File: src/rtl/lbs_pkg.sv
package lbs_pkg;

  // Next ring position: one step up or down with wrap-around.
  function automatic int unsigned lbs_ring_step(int unsigned cur, int unsigned ring, bit up);
    if (up) return (cur >= ring - 1) ? 0 : cur + 1;
    else    return (cur == 0) ? ring - 1 : cur - 1;
  endfunction

  // Staggered start point for a flow: (se + flow) mod ring.
  function automatic int unsigned lbs_start_point(int unsigned se, int unsigned flow, int unsigned ring);
    int unsigned s;
    s = (se % ring) + (flow % ring);
    if (s >= ring) s = s - ring;
    return s;
  endfunction

endpackage

File: src/rtl/lbs_seed_gen.sv
module lbs_seed_gen #(
  parameter int FLOWS   = 8,
  parameter int CENTERS = 5,
  parameter int SEW     = 4,
  localparam int CW     = (CENTERS > 1) ? $clog2(CENTERS) : 1
) (
  input  logic [SEW-1:0]            se_index,
  output logic [FLOWS-1:0][CW-1:0]  seed
);
  import lbs_pkg::*;

  for (genvar g = 0; g < FLOWS; g++) begin : g_seed
    always_comb seed[g] = CW'(lbs_start_point(int'(se_index), g, CENTERS));
  end

endmodule

File: src/rtl/lbs_flow_ctr.sv
module lbs_flow_ctr #(
  parameter int CENTERS = 5,
  parameter bit STEP_UP = 1'b1,
  localparam int CW     = (CENTERS > 1) ? $clog2(CENTERS) : 1
) (
  input  logic          clk,
  input  logic          rst_n,
  input  logic          frame_start,
  input  logic          hit,
  input  logic [CW-1:0] seed,
  output logic [CW-1:0] use_val,
  output logic [CW-1:0] cnt
);
  import lbs_pkg::*;

  logic [CW-1:0] stepped;

  // Frame reload takes effect before the arriving cell reads the counter.
  always_comb begin
    use_val = frame_start ? seed : cnt;
    stepped = CW'(lbs_ring_step(int'(use_val), CENTERS, STEP_UP));
  end

  always_ff @(posedge clk or negedge rst_n) begin
    if (!rst_n)           cnt <= '0;
    else if (hit)         cnt <= stepped;
    else if (frame_start) cnt <= seed;
  end

  AST_CNT_RANGE: assert property (@(posedge clk) disable iff (!rst_n)
    int'(cnt) < CENTERS);
  AST_STEP_ONCE: assert property (@(posedge clk) disable iff (!rst_n)
    (hit && !frame_start) |=> int'(cnt) == lbs_ring_step(int'($past(cnt)), CENTERS, STEP_UP));
  AST_FRAME_LOAD: assert property (@(posedge clk) disable iff (!rst_n)
    (frame_start && !hit) |=> cnt == $past(seed));
  AST_IDLE_HOLD: assert property (@(posedge clk) disable iff (!rst_n)
    (!hit && !frame_start) |=> $stable(cnt));
  AST_COLLIDE: assert property (@(posedge clk) disable iff (!rst_n)
    (frame_start && hit) |=> int'(cnt) == lbs_ring_step(int'($past(seed)), CENTERS, STEP_UP));

endmodule

File: src/rtl/lbs_tag_stage.sv
module lbs_tag_stage #(
  parameter int FLOWS   = 8,
  parameter int CENTERS = 5,
  localparam int FW     = (FLOWS > 1) ? $clog2(FLOWS) : 1,
  localparam int CW     = (CENTERS > 1) ? $clog2(CENTERS) : 1
) (
  input  logic                      clk,
  input  logic                      rst_n,
  input  logic                      cell_valid,
  input  logic [FW-1:0]             cell_flow,
  input  logic [FLOWS-1:0][CW-1:0]  use_vals,
  output logic                      tag_valid,
  output logic [FW-1:0]             tag_flow,
  output logic [CW-1:0]             tag_center
);

  logic [CW-1:0] picked;

  always_comb begin
    picked = '0;
    for (int g = 0; g < FLOWS; g++)
      if (cell_flow == FW'(g)) picked = use_vals[g];
  end

  always_ff @(posedge clk or negedge rst_n) begin
    if (!rst_n) begin
      tag_valid  <= 1'b0;
      tag_flow   <= '0;
      tag_center <= '0;
    end else begin
      tag_valid <= cell_valid;
      if (cell_valid) begin
        tag_flow   <= cell_flow;
        tag_center <= picked;
      end
    end
  end

  AST_TAG_FOLLOWS: assert property (@(posedge clk) disable iff (!rst_n)
    cell_valid |=> tag_valid && tag_flow == $past(cell_flow));
  AST_TAG_QUIET: assert property (@(posedge clk) disable iff (!rst_n)
    !cell_valid |=> !tag_valid);
  AST_TAG_RANGE: assert property (@(posedge clk) disable iff (!rst_n)
    tag_valid |-> int'(tag_center) < CENTERS);

endmodule

File: src/rtl/lbs_spreader.sv
module lbs_spreader #(
  parameter int FLOWS   = 8,
  parameter int CENTERS = 5,
  parameter int SEW     = 4,
  parameter bit STEP_UP = 1'b1,
  localparam int FW     = (FLOWS > 1) ? $clog2(FLOWS) : 1,
  localparam int CW     = (CENTERS > 1) ? $clog2(CENTERS) : 1
) (
  input  logic           clk,
  input  logic           rst_n,
  input  logic           cell_valid,
  input  logic [FW-1:0]  cell_flow,
  input  logic           frame_start,
  input  logic [SEW-1:0] se_index,
  output logic           tag_valid,
  output logic [FW-1:0]  tag_flow,
  output logic [CW-1:0]  tag_center
);

  logic [FLOWS-1:0][CW-1:0] seed;
  logic [FLOWS-1:0][CW-1:0] use_vals;
  logic [FLOWS-1:0][CW-1:0] counts;
  logic [FLOWS-1:0]         flow_hit;

  lbs_seed_gen #(.FLOWS(FLOWS), .CENTERS(CENTERS), .SEW(SEW)) u_seed (
    .se_index (se_index),
    .seed     (seed)
  );

  for (genvar g = 0; g < FLOWS; g++) begin : g_flow
    assign flow_hit[g] = cell_valid && (cell_flow == FW'(g));

    lbs_flow_ctr #(.CENTERS(CENTERS), .STEP_UP(STEP_UP)) u_ctr (
      .clk         (clk),
      .rst_n       (rst_n),
      .frame_start (frame_start),
      .hit         (flow_hit[g]),
      .seed        (seed[g]),
      .use_val     (use_vals[g]),
      .cnt         (counts[g])
    );
  end

  lbs_tag_stage #(.FLOWS(FLOWS), .CENTERS(CENTERS)) u_tag (
    .clk        (clk),
    .rst_n      (rst_n),
    .cell_valid (cell_valid),
    .cell_flow  (cell_flow),
    .use_vals   (use_vals),
    .tag_valid  (tag_valid),
    .tag_flow   (tag_flow),
    .tag_center (tag_center)
  );

  AST_HIT_ONEHOT: assert property (@(posedge clk) disable iff (!rst_n)
    $onehot0(flow_hit));
  AST_HIT_WHEN_VALID: assert property (@(posedge clk) disable iff (!rst_n)
    cell_valid |-> $countones(flow_hit) == 1 || int'(cell_flow) >= FLOWS);

endmodule

File: config.mk
export PLATFORM = sky130hd
export DESIGN_NAME = lbs_spreader
export DESIGN_NICKNAME = d
export VERILOG_FILES = /design/src/rtl/lbs_pkg.sv /design/src/rtl/lbs_seed_gen.sv /design/src/rtl/lbs_flow_ctr.sv /design/src/rtl/lbs_tag_stage.sv /design/src/rtl/lbs_spreader.sv
export SDC_FILE = /design/constraint.sdc
export NUM_CORES = 1
export LEC_CHECK = 0
export ABC_CLOCK_PERIOD_IN_PS = 3250
export BUFFER_PORTS_ARGS = -buffer_cell sky130_fd_sc_hd__buf_2
export CAP_MARGIN = 20
export CORE_MARGIN = 1
export CORE_UTILIZATION = 40
export CTS_CLUSTER_SIZE = 12
export DETAILED_ROUTE_END_ITERATION = 10
export GPL_ROUTABILITY_DRIVEN = 0
export HOLD_SLACK_MARGIN = 0.06
export PLACE_DENSITY_LB_ADDON = 0.3
export SLEW_MARGIN = 5
export SYNTH_ARGS = -nofsm -noshare
export SYNTH_HDL_FRONTEND = slang
export SYNTH_SLANG_ARGS = --single-unit
File: constraint.sdc
create_clock -name clk -period 3.25 [get_ports clk]
set_clock_uncertainty 0.2 [all_clocks]
set_input_delay 0.1625 -clock clk [delete_from_list [all_inputs] [get_ports clk]]
set_output_delay 0.1625 -clock clk [all_outputs]
set_load 0.005 [all_outputs]
==> results by group <==
Placement
  – Dpl cell area: around 4500 um2
  – # port buffers: 17
  – Hpwl dp: slightly below 8 mm

Routing
  – Via-per-instance ratio: approximately 5.8
  – Final ANT Viol Nets: 0
  – First-pass DRT Iterations: 4
  – Met3 Wirelength: approximately 640 um
  – Iter 0 DRT Violations: about 350
  – Total wire length: 11.7 mm
  – Vias: between 3000 and 4000
  – Highest routed layer: met4
  – M1 wire length: approximately 5.1 mm
  – Routed len/inst: 17.6 um
  – Routed wl met2: approximately 5.7 mm
  – DRC violations left: 0

Setup path
  – CP endpoint: g_flow[3].u_ctr.cnt[2]
  – Worst Path Max Fanout: 5
  – CP max-delay cell: mux2_4
  – WP depth: 25
  – Setup crit start kind: input pin
  – WS Path Type: in2reg
  – CP most frequent cell: ha_4
  – Worst Setup End Kind: flop
  – Arr. time, crit path: 4.00 ns
  – Critical path's largest stage delay: ~0.33 ns
  – WP data required: 3.22 ns
  – Reg2Reg Depth: 8
  – Worst flop-to-flop path endpoint: u_tag.tag_center[2]
  – Largest delay share family, worst path: compound AO/OA/AOI/OAI gates
  – R2R setup slack: 1.53 ns
  – Critical Path Source: se_index[2]
  – Reg-to-reg startpoint: g_flow[3].u_ctr.cnt[2]
  – Crit path buffers/inverters: 6

Outcome
  – Outcome: finished with violations
  – Failing checks: negative setup slack

Global routing
  – Number of global-route vias before repair: roughly 3700
  – Remaining Overflow, GRT: 0
  – Largest net degree at the start of global routing: 32
  – First-pass GRT wire length: 18.1 mm
  – Total track usage: 26.6%
  – Initial antenna violation count: 0

Synth
  – Syn. warnings: 0
  – Synth top area cells: dfrtp_1 (24%), ha_1 (12%), o21ai_0 (4.4%), nand2_1 (4.2%), inv_1 (3.8%)
  – Post-synthesis mux area share: about 6.8%
  – Register bit count reported by yosys: 31
  – Ys flop type: dfrtp_1
  – Largest family of logic cells by synthesized area: compound AO/OA/AOI/OAI gates
  – XOR/XNOR Fraction of Synth Area: between 3 and 4%
  – Mean Syn Cell Area: approximately 8.2 um2
  – Syn_nets: between 400 and 500
  – Post-Syn Area: roughly 3300 um2
  – Register area share after synthesis: 23.6%
  – Adder-cell share of the synthesized area: a little under an eighth
  – Synth Area in Compound Gates: ~29%
  – Synth cell types: between 70 and 80
  – Area share of the largest cell type after synthesis: between 20% and 30%
  – Largest area contributor in the netlist: dfrtp_1
  – Post-synth EDFFs: 0
  – Async S/R FF share, synth: between 90% and 100%
  – Cell count after synthesis: approximately 400
  – Synth Area in Simple Gates: 18.8%

Floorplan
  – Die Y: 92.7 um
  – Initial Util: a little over two fifths
  – Core area: between 7000 and 8000 um2
  – Row count: 32
  – Die area: 8590 um2
  – I/O pin total: 18
  – Die Width: slightly above 90 um

Power and ir drop
  – Clk pwr share: ~12%
  – Leak Pwr: about 2.4 nW
  – Worst VDD drop: between 300 and 400 uV
  – Comb power frac: between 60% and 70%
  – Seq pwr share: about a fifth
  – Net Sw Frac: 39.8%
  – Pint: about 1.6 mW
  – PwrDens: around 470 nW/um2
  – Sw power: 1.03 mW

Final layout
  – Layout Nets: between 600 and 700
  – FILL cells: slightly below 600
  – ANT cells: 0
  – Syn-to-layout area delta: 67.9%
  – Post-route cell area: ~5500 um2
  – Leading cell types in the layout, fill and taps excluded: buf_4 (141), dfrtp_1 (31), nor2_1 (29)
  – Finished Core Util: 70.4%
  – Most common library cell in the layout ignoring fill and taps: buf_4
  – Share of cells above drive strength 1: 55.5%

STA
  – Tmin final: around 4.0 ns
  – Worst Setup Slack, final: -0.778 ns
  – Final setup fails: 27
  – RSZ-0062 raised after global routing: yes
  – Final Cycle Share: 124%
  – Slew margin rel.: a little over half
  – Hold Vio Cnt, Final: 0
  – Least-Margin Pin Slew: approximately 0.7 ns
  – Pins Over Slew Limit: 0
  – F_max: 0.248 GHz

CTS
  – Clk buf depth: 2
  – CTS Buf Count: 5
  – CTS tree: built
  – Reg clk slew, reported paths: around 0.070 ns
  – Clock sinks: 31
  – Root Buffer: clkbuf_8
  – Worst skew pair latency: approximately 0.28 ns
  – CTS H-tree lvls: 2

Min path
  – Hold Path Class: in2reg

Job
  – Max-cap viol count: 0
-- worst register-to-register path, delay by kind of cell, from the launching register on --
kind	cells	cell delay (ns)
AO/OA/AOI/OAI	5	0.72
AND/OR/NAND/NOR	3	0.35
flip-flops	1	0.35
-- worst min path at each step --
stage,start,to,slack [ns],cells past startpoint
2_1_floorplan,rst_n,g_flow[0].u_ctr.cnt[0],-0.33,0
3_5_place_dp,rst_n,g_flow[5].u_ctr.cnt[1],0.05,1
3_3_place_gp,rst_n,g_flow[5].u_ctr.cnt[2],0.04,1
4_1_cts,cell_flow[0],u_tag.tag_flow[0],0.19,2
6_report,cell_flow[1],u_tag.tag_flow[1],0.22,2
5_1_grt,cell_flow[1],u_tag.tag_flow[1],0.22,2
-- sequential cells by signal, summed over array words and instances, names as in the netlist --
signal,flops
u_tag.tag_center,3
u_tag.tag_valid,1
g_flow.u_ctr.cnt,24
u_tag.tag_flow,3
-- stage by stage --
stage	power (mW)	instances	TNS [ns]	hold WS, ns	setup WS, ns
6_report	2.59	668	-15.62	0.216	-0.778
5_1_grt	2.75	668	-19.39	0.223	-0.853
4_1_cts	2.39	654	-13.62	0.189	-0.674
3_5_place_dp	1.79	614	-26.16	0.0460	-1.22
3_3_place_gp	1.75	614	-24.34	0.0357	-1.16
2_1_floorplan	1.26	399	-16.40	-0.333	-0.835
-- per-layer routing --
metal	vias up	global-route usage, %
met1	1882	35.8
met4	0	6.41
li1	1795	-
met2	132	43.9
met5	-	0
met3	36	5.34
-- area by class of cell --
type / instances / area, um2 / area share (%)
Inverter: 34 / 148 / 2.67
Clock inverter: 2 / 12.5 / 0.226
Timing Repair Buffer: 175 / 1350 / 24.4
Tap cell: 102 / 128 / 2.31
Sequential cell: 31 / 776 / 14.0
Clock buffer: 6 / 72.6 / 1.31
Multi-Input combinational cell: 318 / 3040 / 55.0
-- timing repair --
action / 4_1_cts / 5_1_grt
pin swaps: 30 / 20
endpoints found under the setup margin: 27 / 27
gates resized for setup: 93 / 51
setup buffers: 30 / 14
gates cloned: 0 / 0
hold buffers: 2 / 0
endpoints found under the hold margin: 32 / 0
-- synthesized netlist by cell type (all sizes together), types with 4 or more instances --
library cell and count:
a21oi 26, o21ai 34, dfrtp 31, clkbuf 7
xnor2 7, nor2 34, a311oi 4, o32ai 4
buf 9, nor2b 5, o211ai 7, and2 8
or3 4, nand2 37, nand3 13, ha 31
inv 34, mux2i 13, a31oi 6, mux2 8
nand2b 7, a21o 5
-- power by group through the flow --
stage	Sequential [mW]	Clock, mW	Combinational (mW)
3_3_place_gp	0.538	0	1.21
3_5_place_dp	0.540	0	1.25
5_1_grt	0.553	0.324	1.88
6_report	0.543	0.301	1.74
2_1_floorplan	0.527	0	0.731
4_1_cts	0.537	0.304	1.55
-- kinds of logic (layout without fill, tap and decap cells) --
| kind of cell | Yosys count | count (layout) |
|---|---|---|
| flip-flops | 31 | 31 |
| multiplexers | 21 | 21 |
| adder cells (fa/ha/maj) | 31 | 31 |
| AO/OA/AOI/OAI | 129 | 129 |
| XOR/XNOR | 11 | 11 |
| AND/OR/NAND/NOR | 126 | 126 |
| buffers and inverters | 50 | 217 |
No activity file was read; power rests on OpenSTA's default activity.
